## src/rtl/hold_pause_pkg.sv

```systemverilog
package hold_pause_pkg;

    typedef struct packed {
        logic sclk;
        logic cs_n;
        logic hold_n;
        logic quad;
    } pin_t;

    typedef struct packed {
        logic hold_fall;
        logic hold_rise;
        logic cs_fall;
        logic cs_rise;
    } edge_t;

    typedef enum logic [1:0] {
        HS_RUN  = 2'd0,
        HS_HOLD = 2'd1,
        HS_LOCK = 2'd2
    } hstate_e;

    localparam pin_t PIN_IDLE = '{sclk: 1'b0, cs_n: 1'b1, hold_n: 1'b1, quad: 1'b0};

    function automatic edge_t find_edges(pin_t now, pin_t old);
        edge_t e;
        e.hold_fall = old.hold_n & ~now.hold_n;
        e.hold_rise = ~old.hold_n & now.hold_n;
        e.cs_fall   = old.cs_n & ~now.cs_n;
        e.cs_rise   = ~old.cs_n & now.cs_n;
        return e;
    endfunction

endpackage

```

## src/rtl/hold_pin_sampler.sv

```systemverilog
module hold_pin_sampler
    import hold_pause_pkg::*;
#(
    parameter int SYNC_STAGES = 0
) (
    input  logic  clk,
    input  logic  rst,
    input  pin_t  raw,
    output pin_t  cur,
    output edge_t edges
);

    pin_t prev_q;

    generate
        if (SYNC_STAGES == 0) begin : g_direct
            assign cur = raw;
        end else begin : g_sync
            pin_t chain_q [SYNC_STAGES];
            always_ff @(posedge clk) begin
                if (rst) begin
                    for (int i = 0; i < SYNC_STAGES; i++) chain_q[i] <= PIN_IDLE;
                end else begin
                    chain_q[0] <= raw;
                    for (int i = 1; i < SYNC_STAGES; i++) chain_q[i] <= chain_q[i-1];
                end
            end
            assign cur = chain_q[SYNC_STAGES-1];
        end
    endgenerate

    always_ff @(posedge clk) begin
        if (rst) prev_q <= PIN_IDLE;
        else     prev_q <= cur;
    end

    assign edges = find_edges(cur, prev_q);

endmodule

```

## src/rtl/hold_state_fsm.sv

```systemverilog
module hold_state_fsm
    import hold_pause_pkg::*;
(
    input  logic    clk,
    input  logic    rst,
    input  pin_t    pins,
    input  edge_t   edges,
    output hstate_e state,
    output logic    abort_pulse
);

    hstate_e state_q, state_d;
    logic    pend_in_q, pend_in_d;
    logic    pend_out_q, pend_out_d;
    logic    abort_d;

    always_comb begin
        state_d    = state_q;
        pend_in_d  = pend_in_q;
        pend_out_d = pend_out_q;
        abort_d    = 1'b0;
        if (pins.cs_n) begin
            pend_in_d  = 1'b0;
            pend_out_d = 1'b0;
            if (state_q == HS_HOLD) begin
                state_d = HS_LOCK;
                abort_d = 1'b1;
            end
        end else if (state_q == HS_LOCK) begin
            if (edges.cs_fall && pins.hold_n) state_d = HS_RUN;
        end else if (pins.quad) begin
            state_d    = HS_RUN;
            pend_in_d  = 1'b0;
            pend_out_d = 1'b0;
        end else if (state_q == HS_RUN) begin
            if (!pins.hold_n && (edges.hold_fall || pend_in_q)) begin
                if (!pins.sclk) begin
                    state_d   = HS_HOLD;
                    pend_in_d = 1'b0;
                end else begin
                    pend_in_d = 1'b1;
                end
            end else begin
                pend_in_d = 1'b0;
            end
        end else begin
            if (pins.hold_n && (edges.hold_rise || pend_out_q)) begin
                if (!pins.sclk) begin
                    state_d    = HS_RUN;
                    pend_out_d = 1'b0;
                end else begin
                    pend_out_d = 1'b1;
                end
            end else begin
                pend_out_d = 1'b0;
            end
        end
    end

    always_ff @(posedge clk) begin
        if (rst) begin
            state_q     <= HS_RUN;
            pend_in_q   <= 1'b0;
            pend_out_q  <= 1'b0;
            abort_pulse <= 1'b0;
        end else begin
            state_q     <= state_d;
            pend_in_q   <= pend_in_d;
            pend_out_q  <= pend_out_d;
            abort_pulse <= abort_d;
        end
    end

    assign state = state_q;

    AST_ENTRY_SCLK_LOW: assert property (@(posedge clk) disable iff (rst)
        (state_q == HS_HOLD && $past(state_q) != HS_HOLD) |-> !$past(pins.sclk));
    AST_EXIT_SCLK_LOW: assert property (@(posedge clk) disable iff (rst)
        (state_q == HS_RUN && $past(state_q) == HS_HOLD && !$past(pins.quad)) |-> !$past(pins.sclk));
    AST_ABORT_LOCKS: assert property (@(posedge clk) disable iff (rst)
        abort_pulse |-> state_q == HS_LOCK);
    AST_QUAD_NO_HOLD: assert property (@(posedge clk) disable iff (rst)
        (pins.quad && !pins.cs_n) |=> state_q != HS_HOLD);
    AST_PEND_EXCLUSIVE: assert property (@(posedge clk) disable iff (rst)
        !(pend_in_q && pend_out_q));

endmodule

```

## src/rtl/hold_pause_ctrl.sv

```systemverilog
module hold_pause_ctrl
    import hold_pause_pkg::*;
#(
    parameter int SYNC_STAGES = 0
) (
    input  logic clk,
    input  logic rst,
    input  logic sclk_i,
    input  logic cs_n_i,
    input  logic hold_n_i,
    input  logic quad_io_i,
    output logic hold_active_o,
    output logic shift_en_o,
    output logic so_hiz_o,
    output logic abort_o
);

    pin_t    raw_pins, cur_pins;
    edge_t   pin_edges;
    hstate_e st;

    assign raw_pins = '{sclk: sclk_i, cs_n: cs_n_i, hold_n: hold_n_i, quad: quad_io_i};

    hold_pin_sampler #(.SYNC_STAGES(SYNC_STAGES)) sampler_i (
        .clk   (clk),
        .rst   (rst),
        .raw   (raw_pins),
        .cur   (cur_pins),
        .edges (pin_edges)
    );

    hold_state_fsm fsm_i (
        .clk         (clk),
        .rst         (rst),
        .pins        (cur_pins),
        .edges       (pin_edges),
        .state       (st),
        .abort_pulse (abort_o)
    );

    assign hold_active_o = (st == HS_HOLD);
    assign shift_en_o    = (st == HS_RUN) && !cur_pins.cs_n;
    assign so_hiz_o      = (st != HS_RUN) || cur_pins.cs_n;

    AST_NO_SHIFT_IN_HOLD: assert property (@(posedge clk) disable iff (rst)
        hold_active_o |-> !shift_en_o);
    AST_HIZ_IN_HOLD: assert property (@(posedge clk) disable iff (rst)
        hold_active_o |-> so_hiz_o);
    AST_ABORT_ONE_CYCLE: assert property (@(posedge clk) disable iff (rst)
        abort_o |=> !abort_o);

endmodule

```

## config.mk

```make
export PLATFORM = sky130hd
export DESIGN_NAME = hold_pause_ctrl
export DESIGN_NICKNAME = d
export VERILOG_FILES = /design/src/rtl/hold_pause_pkg.sv /design/src/rtl/hold_pin_sampler.sv /design/src/rtl/hold_state_fsm.sv /design/src/rtl/hold_pause_ctrl.sv
export SDC_FILE = /design/constraint.sdc
export NUM_CORES = 1
export LEC_CHECK = 0
export BUFFER_PORTS_ARGS = -buffer_cell sky130_fd_sc_hd__buf_2
export CAP_MARGIN = 5
export CORE_AREA = 2 2 39 41
export CTS_BUF_LIST = sky130_fd_sc_hd__clkbuf_16
export DETAILED_ROUTE_END_ITERATION = 8
export DIE_AREA = 0 0 41 43
export SLEW_MARGIN = 20
export SYNTH_ARGS = -nofsm -noshare
export SYNTH_HDL_FRONTEND = slang
export SYNTH_SLANG_ARGS = --single-unit
```

## constraint.sdc

```tcl
create_clock -name clk -period 1.6 [get_ports clk]
set_input_delay 0.4 -clock clk [delete_from_list [all_inputs] [get_ports clk]]
set_output_delay 0.4 -clock clk [all_outputs]
set_load 0.02 [all_outputs]
```

==> flow_summary_export.csv <==
group,metric,value,unit
run_status,run_status,"finished, final reports clean",
detailed_routing,avgRoutedWirePerCell,11.93,um
worst_setup_path,cp_max_fo,8,
worst_setup_path,r2r-end,"fsm_i.state[1]",
clock_network,postCtsHoldBufs,0,
worst_setup_path,r2r-start,"fsm_i.state[1]",
detailed_routing,final_antenna_net_count,0,
logic_synthesis,synth_area_leaders,"dfxtp_1 (36%), a2111oi_4 (7.1%), a21oi_1 (3.9%)",
logic_synthesis,synthMuxAreaShare,2.572,%
hold_path,whs_path_depth,2,
timing,setup_viol,0,
layout,insertedDiodeCount,0,
logic_synthesis,synth_area,389.1,um^2
logic_synthesis,avgSynthCellArea,9.265,um^2
logic_synthesis,synthXorXnorAreaFrac,0,%
logic_synthesis,async_flop_share,0,%
layout,drive_gt1_share,41.07,%
place,place_hpwl,602.8,um
worst_setup_path,end_kind,"output port",
clock_network,cts_tree,"built",
floorplan,die_y,43,um
layout,final_util,39.78,%
timing,worst_pin_slew,0.3387,ns
place,io_buffers,9,
timing,fin_crit_sh,93.27,%
worst_setup_path,cp_data_required_time,1.20,ns
layout,synthToLayoutAreaGrowth,41.48,%
timing,final-max-slew-violation-count,0,
worst_setup_path,r2r_setup_slack,0.17,ns
worst_setup_path,worst-path-buf-inv,1,
worst_setup_path,cp_cell_sequence,"or3_4 > buf_2",
logic_synthesis,synth_edf_count,0,
logic_synthesis,yosysSeqAreaShare,36.01,%
layout,nets,63,
floorplan,coreArea,1384,um^2
clock_network,cts-root-buf,"clkbuf_16",
global_routing,grt_usage,12.83,%
worst_setup_path,crit_start,"fsm_i.state[0]",
detailed_routing,routed_wl,859,um
timing,holdWs,0.4036,ns
logic_synthesis,ys_dominant_reg_cell,"dfxtp_1",
clock_network,cts_made_buffers,3,
floorplan,die_area,1763,um^2
clock_network,cts_buffer_depth,2,
detailed_routing,via_per_inst,4.917,
worst_setup_path,cp-start-kind,"flop",
floorplan,rows,14,
hold_path,hold_path.class,"input port to flop",
clock_network,htree_levels,1,
global_routing,antenna_found_initial,0,
timing,hold_violations,0,
hold_path,holdCritStartpoint,"rst",
worst_setup_path,crit_path_max_incr_delay,0.36,ns
logic_synthesis,synth_seq_cells,7,
timing,grt_setup_unrepaired,"no",
detailed_routing,drc_errors,0,
pwr,p_leak,0.2270,nW
worst_setup_path,slowest_stage,"dfxtp_4",
timing,fin_skew,0.001807,ns
logic_synthesis,netlist.area_leader.share,36.01,%
logic_synthesis,syn_inst,42,
logic_synthesis,synth_cell_types,25,
job,drv_cap,0,
detailed_routing,drt_pass1_iterations,4,
clock_network,clkTransAtPathRegs,0.04,ns
worst_setup_path,worstSetupPathType,"flop to output port",
logic_synthesis,synth_top_family_by_area,"simple AND/OR/NAND/NOR gates",
global_routing,grt_pass1_vias,292,
pwr,vdd_drop_max,425.7,uV
detailed_routing,drt_iter0_markers,4,
worst_setup_path,crit_family,"flip-flops",
clock_network,clk_latency,0.23,ns
timing,max_freq,670.1,MHz
global_routing,grt_pass1_wl,1.407,mm
global_routing,overflow,0,
floorplan,pin_count,10,
timing,fin_crit,1.492,ns
timing,fin_tns_setup,0,ns
logic_synthesis,synth_warnings,0,
clock_network,post_cts_buffers,0,
clock_network,clock_sinks,7,
hold_path,whs_endpoint,"fsm_i.abort_pulse",
detailed_routing,vias,354,
floorplan,die_w,41,um
logic_synthesis,synth_compound_area_share,20.58,%
worst_setup_path,worst_ep_arrival_time,1.09,ns
floorplan,start_util,28.12,%
pwr,total_power,0.6847,mW
logic_synthesis,yosys.area_share.adder,0,%
logic_synthesis,synthSimpleGateAreaFrac,34.08,%
timing,relSlewSlack,77.21,%
logic_synthesis,synth.largest_area_cell,"dfxtp_1",
logic_synthesis,syn-num-nets,48,
place,gp_congestion,0.7560,
worst_setup_path,r2r_cells,5,
pwr,power_density,1244,nW/um^2
global_routing,grt_max_degree,10,
## synthesized netlist by cell type, types with 2 or more instances
cell type,n
nand2_1,3
or2_2,2
nor4_1,2
or2b_1,2
o21bai_1,2
dfxtp_1,7
inv_1,3
nand2b_1,2
a21oi_1,3
## flip-flops by register name, summed over array words and instances, names as in the netlist
register           cells
fsm_i.pend_out_q       1
fsm_i.pend_in_q        1
sampler_i.prev_q       2
fsm_i.state            2
fsm_i.abort_pulse      1
## worst reg2reg max path, stage by stage, from the launching register on
cell and delay [ns]:
dfxtp_1 0.30, buf_4 0.16, nor4_1 0.36, a32oi_1 0.11, and4b_1 0.26, o21bai_1 0.16
## timing repair
item,in CTS,in global routing
resized for setup,6,0
endpoints found under the hold margin,0,0
setup endpoints to repair,2,0
## kinds of logic after synthesis
| group | count (synthesis) |
|---|---|
| AO/OA/AOI/OAI | 9 |
| buffers and inverters | 5 |
| flip-flops | 7 |
| multiplexers | 1 |
| AND/OR/NAND/NOR | 20 |
## final cells by class
cell class                      instances  area (um^2)
Clock buffer                            3        75.07
Clock inverter                          1        3.754
Fill cell                             133        833.3
Inverter                                4        15.01
Multi-Input combinational cell         30        226.5
Sequential cell                         7        143.9
Tap cell                               16        20.02
Timing Repair Buffer                   11        66.31
## power by group
group,leakage [nW],switching [mW],internal [mW]
registers,0.0579,0.00530,0.180
logic,0.127,0.0388,0.0327
clock network,0.0423,0.102,0.326
## how the worst max path moves through the flow
stage          cells past startpoint        endpoint
2_1_floorplan                      3      shift_en_o
3_3_place_gp                       4      shift_en_o
3_5_place_dp                       4      shift_en_o
4_1_cts                            2        so_hiz_o
5_1_grt                            5  fsm_i.state[1]
6_report                           2        so_hiz_o
## through the flow
step / worst slack (ns) / std cells / cell area, um^2
after floorplan: 0.05407 / 42 / 389.1
after global placement: 0.02285 / 68 / 457.9
after detailed placement: 0.02093 / 68 / 457.9
after CTS: 0.1020 / 72 / 550.5
after global routing: 0.04987 / 72 / 550.5
final: 0.1076 / 72 / 550.5
## layout by cell type, fill, tap and decap left out
cell | synthesis | layout
mux2i_1 | 1 | 1
clkbuf_16 | 0 | 3
inv_1 | 3 | 3
nand2b_1 | 2 | 2
a21oi_1 | 3 | 3
nor2b_1 | 1 | 1
nand2b_4 | 1 | 1
buf_2 | 0 | 8
and4b_1 | 1 | 1
or3_4 | 0 | 1
a2111oi_4 | 1 | 1
a32oi_1 | 1 | 1
or2b_1 | 2 | 2
nand4_1 | 1 | 1
o21bai_1 | 2 | 2
buf_4 | 0 | 2
buf_6 | 1 | 1
dfxtp_4 | 0 | 1
nand2_1 | 3 | 3
nor2_1 | 1 | 1
o41ai_1 | 1 | 1
nand3b_1 | 1 | 1
nand2b_2 | 1 | 1
nand3_1 | 1 | 1
o21ai_0 | 1 | 1
dfxtp_1 | 7 | 6
nor4_1 | 2 | 2
inv_2 | 1 | 2
or2_2 | 2 | 2
## layer usage
layer  global-route usage, %  vias up  share of wire, %
met2                   15.31       15                44
met5                       0        -                 0
met3                   4.712        5               6.9
li1                        -      178                 -
met1                   16.61      156                44
met4                   12.00        0               4.8
Power figures use the tool's default switching activity.
